$ cat src/rtl/lock_status_pkg.sv
package lock_status_pkg;

    localparam int STAT_W    = 2;
    localparam int STAT_OOLK = 0;
    localparam int STAT_INLK = 1;

    typedef struct packed {
        logic inlk;
        logic oolk;
    } stat_t;

endpackage

$ cat src/rtl/lock_sync.sv
module lock_sync #(
    parameter int STAGES = 2
) (
    input  logic clk,
    input  logic rst_n,
    input  logic lock_in,
    output logic lock_s,
    output logic rise,
    output logic fall
);

    typedef struct packed {
        logic [STAGES-1:0] chain;
        logic              prev;
    } sync_t;

    sync_t st_d, st_q;

    always_comb begin
        st_d       = st_q;
        st_d.chain = {st_q.chain[STAGES-2:0], lock_in};
        st_d.prev  = st_q.chain[STAGES-1];
    end

    always_ff @(posedge clk or negedge rst_n) begin
        if (!rst_n) st_q <= '0;
        else        st_q <= st_d;
    end

    assign lock_s = st_q.chain[STAGES-1];
    assign rise   = lock_s & ~st_q.prev;
    assign fall   = ~lock_s & st_q.prev;

endmodule

$ cat src/rtl/oolk_flag.sv
module oolk_flag (
    input  logic clk,
    input  logic rst_n,
    input  logic lock_s,
    input  logic fall,
    input  logic en,
    input  logic level,
    input  logic rd,
    input  logic clr,
    output logic bit_o
);

    typedef struct packed {
        logic hit;
    } oolk_t;

    oolk_t st_d, st_q;
    logic  set_c;

    always_comb begin
        set_c = en & (level ? ~lock_s : fall);
        st_d  = st_q;
        if (rd)    st_d.hit = 1'b0;
        if (set_c) st_d.hit = 1'b1;
        if (clr)   st_d.hit = 1'b0;
    end

    always_ff @(posedge clk or negedge rst_n) begin
        if (!rst_n) st_q <= '0;
        else        st_q <= st_d;
    end

    assign bit_o = st_q.hit;

    p_edge_set_r2: assert property (@(posedge clk) disable iff (!rst_n)
        (!level && en && fall && !clr) |=> bit_o);

    p_edge_clear_r3: assert property (@(posedge clk) disable iff (!rst_n)
        (!level && rd && !(en && fall) && !clr) |=> !bit_o);

    p_needs_en_r4: assert property (@(posedge clk) disable iff (!rst_n)
        $rose(bit_o) |-> $past(en));

    p_level_hold_r5: assert property (@(posedge clk) disable iff (!rst_n)
        (level && en && !lock_s && !clr) |=> bit_o);

    p_level_clear_r6: assert property (@(posedge clk) disable iff (!rst_n)
        (level && rd && !clr && (lock_s || !en)) |=> !bit_o);

    p_rst_lock_r7: assert property (@(posedge clk) disable iff (!rst_n)
        clr |=> !bit_o);

endmodule

$ cat src/rtl/inlk_flag.sv
module inlk_flag (
    input  logic clk,
    input  logic rst_n,
    input  logic rise,
    input  logic en,
    input  logic rd,
    output logic bit_o
);

    typedef struct packed {
        logic hit;
    } inlk_t;

    inlk_t st_d, st_q;

    always_comb begin
        st_d = st_q;
        if (rd)        st_d.hit = 1'b0;
        if (en & rise) st_d.hit = 1'b1;
    end

    always_ff @(posedge clk or negedge rst_n) begin
        if (!rst_n) st_q <= '0;
        else        st_q <= st_d;
    end

    assign bit_o = st_q.hit;

    p_set_r8: assert property (@(posedge clk) disable iff (!rst_n)
        $rose(bit_o) |-> $past(en && rise));

    p_set_wins_r9: assert property (@(posedge clk) disable iff (!rst_n)
        (en && rise) |=> bit_o);

    p_read_clear_r8: assert property (@(posedge clk) disable iff (!rst_n)
        (rd && !(en && rise)) |=> !bit_o);

endmodule

$ cat src/rtl/lock_status_reg.sv
module lock_status_reg
    import lock_status_pkg::*;
#(
    parameter int SYNC_STAGES = 2
) (
    input  logic              clk,
    input  logic              rst_n,
    input  logic              lock_in,
    input  logic              oolk_en,
    input  logic              oolk_level,
    input  logic              inlk_en,
    input  logic              rd_stb,
    input  logic              rst_lock,
    output logic [STAT_W-1:0] rd_data,
    output logic              flag
);

    logic  lock_s, rise, fall;
    stat_t stat;

    lock_sync #(.STAGES(SYNC_STAGES)) u_sync (
        .clk    (clk),
        .rst_n  (rst_n),
        .lock_in(lock_in),
        .lock_s (lock_s),
        .rise   (rise),
        .fall   (fall)
    );

    oolk_flag u_oolk (
        .clk   (clk),
        .rst_n (rst_n),
        .lock_s(lock_s),
        .fall  (fall),
        .en    (oolk_en),
        .level (oolk_level),
        .rd    (rd_stb),
        .clr   (rst_lock),
        .bit_o (stat.oolk)
    );

    inlk_flag u_inlk (
        .clk  (clk),
        .rst_n(rst_n),
        .rise (rise),
        .en   (inlk_en),
        .rd   (rd_stb),
        .bit_o(stat.inlk)
    );

    always_comb begin
        rd_data            = '0;
        rd_data[STAT_OOLK] = stat.oolk;
        rd_data[STAT_INLK] = stat.inlk;
    end

    assign flag = stat.oolk | stat.inlk;

    p_flag_or_r10: assert property (@(posedge clk) disable iff (!rst_n)
        $past(rd_stb && !rise && !(oolk_en && fall) && !(oolk_en && oolk_level && !lock_s))
        |-> !flag);

endmodule

$ cat config.mk
export PLATFORM = sky130hd
export DESIGN_NAME = lock_status_reg
export DESIGN_NICKNAME = d
export VERILOG_FILES = /design/src/rtl/lock_status_pkg.sv /design/src/rtl/lock_sync.sv /design/src/rtl/oolk_flag.sv /design/src/rtl/inlk_flag.sv /design/src/rtl/lock_status_reg.sv
export SDC_FILE = /design/constraint.sdc
export NUM_CORES = 1
export LEC_CHECK = 0
export BUFFER_PORTS_ARGS = -buffer_cell sky130_fd_sc_hd__buf_4
export CAP_MARGIN = 10
export CORE_AREA = 2 2 39 41
export CTS_BUF_LIST = sky130_fd_sc_hd__clkbuf_4
export CTS_CLUSTER_DIAMETER = 40
export DETAILED_ROUTE_END_ITERATION = 16
export DIE_AREA = 0 0 41 43
export HOLD_SLACK_MARGIN = 0.06
export SETUP_SLACK_MARGIN = 0.15
export SLEW_MARGIN = 20
export SYNTH_ARGS = -nofsm -noshare
export SYNTH_HDL_FRONTEND = slang
export SYNTH_SLANG_ARGS = --single-unit
$ cat constraint.sdc
create_clock -name clk -period 1.6 [get_ports clk]
set_input_delay 0 -clock clk [delete_from_list [all_inputs] [get_ports clk]]
set_output_delay 0 -clock clk [all_outputs]
set_load 0.005 [all_outputs]
After elaboration in Yosys (flattened, before gate mapping)
Index checks and enable logic that the tools add are counted.

Register bits after elaboration: 5. Bits in latches: 0. RAM bits: 0. Bits in read-only memories: 0. Bits of input ports: 8. Output and inout bits: 3. Word-level logic and storage cells: 18. Memories kept: 0.

Add/sub/neg operators: 0. Multipliers: 0. Divide/modulo/power cells: 0. Order comparisons: 0. Eq/ne operators: 0. Shift-type cells: 0. Muxes and demuxes: 5. Bitwise gates (word level): 7. Reductions and logical operators: 2.

Operators by type and width (number): $mux W1 (5); $and A1 B1 Y1 (4); $reduce_bool A3 Y1 (1); $not A1 Y1 (2); $reduce_bool A2 Y1 (1); $or A1 B1 Y1 (1).

Depth between registers and ports, before layout
Gate-level depths: netlist (run 1).

Word-level depth: 6. Mapped depth: 3. Gate-level depth less buffers: 3.

Hierarchy
Synthesis (run 1) repeated with hierarchy kept, for this count alone.

Cells, all modules: 16. Area total of the unflattened synthesis: 200.2 um^2.

Modules (own cells, without submodules): lock_sync (instances 1, cells an instance 5, area an instance 90.1 um^2, sequential area each 75.1 um^2); oolk_flag (instances 1, cells an instance 6, area an instance 62.6 um^2, sequential area each 25.0 um^2); inlk_flag (instances 1, cells an instance 4, area an instance 41.3 um^2, sequential area each 25.0 um^2); lock_status_reg (instances 1, cells an instance 1, area an instance 6.3 um^2, sequential area each 0.0 um^2).

Worst setup path after synthesis (run 1)
Ideal clock, no wire load.

Kind: reg-to-reg. From: register u_sync.st_q[0] (netlist name). To: register u_oolk.st_q, in the netlist u_oolk.bit_o. Setup time: 121 ps. Arrival: 590 ps. Data required time: 1479 ps. Slack: 889 ps. Stages on the path, launching flop included: 3. Path buffers: 0. Clock period less this slack: 711 ps. Path through: dfrtp_1 -> o211ai_2 -> a21oi_2.

Word-level cells in the longest chain between the ends: 5. Elaborated cells between the ends (all ways): 6. Those cells by class: mux (3); bitwise (2); reduce/logical (1).

Ends and longest elaborated chain: start, declared (line lock_sync.sv:17) `sync_t st_d, st_q;`; start signal, assigned (line lock_sync.sv:27) `else st_q <= st_d;`; $and A1 B1 Y1 * (line lock_sync.sv:32) `assign fall = ~lock_s & st_q.prev;`; $mux W1 * (line oolk_flag.sv:21) `set_c = en & (level ? ~lock_s : fall);`; $and A1 B1 Y1 * (line oolk_flag.sv:21); $mux W1 (line oolk_flag.sv:24) `if (set_c) st_d.hit = 1'b1;`; $mux W1 (line oolk_flag.sv:25) `if (clr) st_d.hit = 1'b0;`; end signal, assigned (line oolk_flag.sv:30) `else st_q <= st_d;`; end, declared (line oolk_flag.sv:17) `oolk_t st_d, st_q;`.

Mark *: on every way between the ends. The rest lies on a longest branch, timed or not. A chain may end at the register's enable or synchronous reset.

Final worst setup path (run 1)
Ends and elaborated chain as after synthesis.

==> run metrics, run 1 <==
Die Y=43 um; Final Skew=4.16 ps; pin count of the biggest net entering global routing=6; drc violations=0; Peak VDD IR=around 0.46 mV; Required @ worst endpoint=1720 ps; CTS Sinks=5; layout cells sized above 1=0.485; Die X-Extent=roughly 41 um; antenna violations before repair=0; final setup vio count=0; period utilization=0.810; Antenna Cells=0; R2R Setup Slk=300 ps; Critical Path Source=u_sync.st_q[0]; Wirelength per Cell=7.98 um; status=finished, final reports clean; Clock Tree Buf Depth=2; worst slew pin tran=approximately 150 ps; crit path launch type=register; RSZ-0062 raised after global routing=no; end point of the critical path=u_oolk.bit_o; row count=14; end of the worst register-to-register path=u_oolk.bit_o; core area=0.00138 mm2; register area share after synthesis=0.654; vias in the first global route=159; CP endpoint kind=register; WP data arrival=1420 ps; Synth Area per Inst=12.8 um2; Final Max Tran Viols=0; Ports=11; Global Route Usage Sum=0.0576; Ys Warns=0; TNS Setup=0 ps; Post-Place Cells=39; Skew-Pair Late Insertion Delay=240 ps; PwrDens=roughly 950 mW/mm2; nets@finish=between 40 and 50; Syn Std Cell Area=191 um2; Post-CTS Setup Inserts=0; GR Overflow Total=0; first-pass GRT wire length=593 um; TritonRoute pass-1 iters=2; fin crit period=1300 ps; worst min path class=input port to asynchronous set/reset pin; crit path kind=register to register; total number of vias=164; Die Area=0.00176 mm2; Max-Cap Viols=0; CP max FO=2; RR Startpoint=u_sync.st_q[0]; Post-Route WL=a little under 400 um; worst reg2reg path depth=3; hpwl dp=275 um; CTS tree=yes; number of vias per cell=around 3.3; First DRT Iteration DRCs=1; Placer Congestion=0.548; Clock Pin Slew Worst Setup and Hold Paths=40 ps; CTS Root Buffer Type=clkbuf_4; Synth Instances=15; Post-DRT Antenna Nets=0; Finished Layout Cells=49; area grow syn2layout=88.9%; H-Tree Level Count=1; Final Hold Viols=0; Leak=0.179 nW; initial core utilization=0.138; syn_nets=23; library cells used by synthesis=9; Seq cells post-synth=5; post-layout util=0.261; total CTS buffers=3; fmax=0.772 GHz; IO Port Bufs=10; Rel. slew slack=0.899
==> cells by family (layout without fill, tap and decap cells) <==
| kind of cell | count (synthesis) | after routing | share of synthesized area |
|---|---|---|---|
| buf+inv | 4 | 22 | 0.118 |
| flops | 5 | 5 | 0.654 |
| compound gates | 3 | 3 | 0.144 |
| simple gates | 3 | 3 | 0.0850 |
==> Yosys cell counts <==
master / count / share of area
nand2b_1: 1 / 0.033
a21oi_2: 1 / 0.046
o211ai_2: 1 / 0.065
inv_1: 2 / 0.039
o22ai_1: 1 / 0.033
nand2_1: 1 / 0.020
or2_1: 1 / 0.033
buf_4: 2 / 0.078
dfrtp_1: 5 / 0.65
==> repair_timing <==
| item | CTS | global route |
|---|---|---|
| endpoints found under the hold margin | 8 | 0 |
| resized for setup | 0 | 0 |
| hold buffers | 6 | 0 |
==> cell type report <==
| cell class | count | area [um2] |
|---|---|---|
| clock buffers | 4 | 30.0 |
| fillers | 156 | 1020 |
| inverters | 2 | 7.51 |
| multi-input cells | 6 | 43.8 |
| flip-flops and latches | 5 | 125 |
| well taps | 16 | 20.0 |
| repair buffers | 16 | 135 |
==> routing by layer <==
metal  track usage  wire length, um
met1        0.0625              193
met2        0.0625              141
met3        0.0628               56
met4        0.0400                0
met5             0                0
==> sequential cells by signal, indices dropped and copies added (netlist names) <==
name,flops
u_inlk.bit_o,1
u_sync.st_q,1
u_sync.lock_s,1
u_oolk.bit_o,1
u_sync.st_d,1
==> worst min path at each step <==
stage	from	end	cells past startpoint
after floorplan	rst_n	u_inlk.bit_o	0
after global routing	rst_n	u_sync.st_q[0]	2
after global placement	rst_n	u_oolk.bit_o	1
final	rst_n	u_oolk.bit_o	2
after detailed placement	rst_n	u_oolk.bit_o	1
after CTS	rst_n	u_oolk.bit_o	2
==> worst max-delay path: stages (launching register included) <==
cell	delay [ps]
dfrtp_1	380
o211ai_2	180
a21oi_2	70
dlygate4sd3_1	550
==> per-stage QoR <==
stage / worst slack [ps] / instance area, um2 / hold slack [ps] / total power [mW]
global placement: 868 / 272 / -196 / 0.175
floorplan: 889 / 191 / -296 / 0.153
detailed placement: 864 / 272 / -195 / 0.175
CTS: 305 / 362 / 93.1 / 0.355
global route: 265 / 362 / 96.0 / 0.371
finish: 304 / 362 / 99.5 / 0.345
==> placed cells by master (no fill, tap or decap) <==
master,instances
inv_1,2
dlygate4sd3_1,6
or2_1,1
buf_4,10
clkbuf_4,4
o211ai_2,1
dfrtp_1,5
a21oi_2,1
o22ai_1,1
nand2_1,1
nand2b_1,1
==> power by group <==
part           total (mW)  internal (mW)  switching, mW
Sequential          0.138          0.134        0.00401
Clock               0.160          0.111         0.0492
Combinational      0.0469         0.0329         0.0140
Total               0.345          0.278         0.0673
No activity file was read; power rests on OpenSTA's default activity.
==> inputs of run 2 (changes only) <==
Settings changed: ABC_AREA set to 1.
Clock period 1.6 ns to 1.16 ns, I/O delays scaled along.
==> run 2 against run 1 <==
Combinational power is 39% higher; sequential cell count stayed put; sequential share of layout area is 1.3 points lower; largest power group unchanged; die area stayed put; count of clock-buffer cells in the layout stayed put.
==> run metrics, run 2 <==
Worst Setup Slack, final=188 ps (-116 ps); CP max FO=3 (+1); commonest cells in the synthesized netlist=dfrtp_1, nand2_1, inv_1; Ys Warns=0 (unchanged); final total power=0.473 mW (+37%); GR Overflow Total=0 (unchanged); Finished Layout Cells=55 (+12%); Rel. slew slack=0.924 (+0.0250); Die Area=0.00176 mm2 (unchanged); CTS tree=yes; worst min path class=input port to asynchronous set/reset pin; worst slew pin tran=114 ps (-37.0 ps); area grow syn2layout=87.5%; fillers=156 (unchanged); Required @ worst endpoint=1160 ps (-560 ps); crit path kind=register to primary output; pin count of the biggest net entering global routing=6 (unchanged); core area=0.00138 mm2 (unchanged); Die Y=43 um (unchanged); Placer Congestion=0.627 (+14%); RR Startpoint=u_sync.lock_s; Leak=0.202 nW (+13%); WP data arrival=970 ps (-450 ps); end point of the critical path=flag; Metal-1 WL=154 um (-20%); Final Skew=1.61 ps (-2.54 ps); R2R Setup Slk=420 ps (+120 ps); number of vias per cell=3.18 (-4.9%); fin crit period=972 ps; wire length on met3=34 um (-39%); crit path launch type=register; RSZ-0062 raised after global routing=yes; Synth Instances=20 (+5); Antenna Cells=0 (unchanged); Resized cells post-CTS=0 (unchanged); Critical Path Source=u_oolk.bit_o; Die X-Extent=41 um (unchanged); status=finished, final reports clean; H-Tree Level Count=1 (unchanged); period utilization=0.838; first-pass GRT wire length=483 um (-19%); Post-Route WL=357 um (-8.7%); Skew-Pair Late Insertion Delay=240 ps (about the same); vias in the first global route=130 (-18%); Max-Cap Viols=0 (unchanged); Global Route Usage Sum=0.0537 (-0.00394); WL met2=168 um (+19%); Syn Std Cell Area=200 um2 (+4.6%); end of the worst register-to-register path=u_oolk.bit_o; final setup vio count=0 (unchanged); worst reg2reg path depth=3 (unchanged); total CTS buffers=3 (unchanged); layout cells sized above 1=0.462 (-0.0233); TNS Setup=0 ps (unchanged); CP endpoint kind=primary output; CTS Root Buffer Type=clkbuf_4; Post-DRT Antenna Nets=0 (unchanged); top layer in use=met3; First DRT Iteration DRCs=1 (unchanged); Peak VDD IR=0.604 mV (+32%); Post-synth EDFFs=0 (unchanged); commonest non-fill, non-tap cell in the layout=buf_4; Post-Place Cells=44 (+13%); commonest non-fill, non-tap cells in the layout=buf_4, nand2_1, dlygate4sd3_1, dfrtp_1; Final Hold Viols=0 (unchanged); Synth Area per Inst=10.0 um2 (-22%); syn_nets=28 (+22%); fmax=1.03 GHz; Clock Pin Slew Worst Setup and Hold Paths=40 ps (about the same); register area share after synthesis=0.625 (-0.0286); IO Port Bufs=10 (unchanged); antenna violations before repair=0 (unchanged); cell taking the most area after synthesis=dfrtp_1; PwrDens=1260 mW/mm2 (+32%); CTS Sinks=5 (unchanged); dpl ws=404 ps (-459 ps); total area of sequential cells=125 um2 (unchanged); ys async rst share=1.00 (unchanged); initial core utilization=0.145 (+0.00633); Hold WS=91.3 ps (-8.14 ps); Wirelength per Cell=6.49 um (-19%); row count=14 (unchanged); Finished Cell Area=375 um2 (+3.8%); dominant cells by area after synthesis=dfrtp_1, nand2_1, buf_4, inv_1, a21oi_2; drc violations=0 (unchanged); placed cell area=280 um2 (+3.2%); Final Max Tran Viols=0 (unchanged); post-layout util=0.271 (+0.00995); Synth top area share=0.625 (-0.0286); Multi-input gate area=45.0 um2 (+2.9%); total number of vias=175 (+6.7%); library cells used by synthesis=8 (-1); Top FF cell, synth=dfrtp_1; TritonRoute pass-1 iters=2 (unchanged); Ports=11 (unchanged); Seq cells post-synth=5 (unchanged); nets@finish=48 (+14%); Clock Tree Buf Depth=2 (unchanged)
[run 2: area by class of cell]
type                       instances  area share
clock buffer                       4      0.0800
inverter                           4      0.0400
multi-input combinational          9       0.120
sequential                         5       0.333
tap                               16      0.0533
timing repair buffer              17       0.373
[run 2: layer usage]
layer  vias up  GRT usage
met2         7     0.0469
met3         0     0.0628
li1         94          -
met4         0     0.0800
met5         -          0
met1        74     0.0464
[run 2: cells by family (layout without fill, tap and decap cells)]
| family | after synthesis | after routing | share of synthesized area |
|---|---|---|---|
| AO/OA/AOI/OAI | 1 | 1 | 0.0438 |
| flip-flops | 5 | 5 | 0.625 |
| AND/OR/NAND/NOR | 8 | 8 | 0.181 |
| buffers and inverters | 6 | 25 | 0.150 |
[run 2: worst min-delay path by stage]
stage	to	slack, ps
finish	u_sync.st_q[0]	90
global route	u_sync.lock_s	80
CTS	u_sync.st_q[0]	80
detailed placement	u_sync.st_d[2]	-200
global placement	u_sync.st_d[2]	-200
floorplan	u_inlk.bit_o	-300
[run 2: worst max-delay path: stages, from the launching register on]
cell     delay (ps)
dfrtp_1         380
or2_1           230
buf_4           130
[run 2: power breakdown]
part	internal, mW	switching, mW
sequential	0.185	0.00529
combinational	0.0453	0.0198
clock	0.153	0.0647
total	0.383	0.0898
[run 2: what timing repair did]
action,in CTS,in global routing
hold buffers,5,0
buffers inserted,0,2
setup endpoints to repair,0,1
hold endpoints to repair,8,0
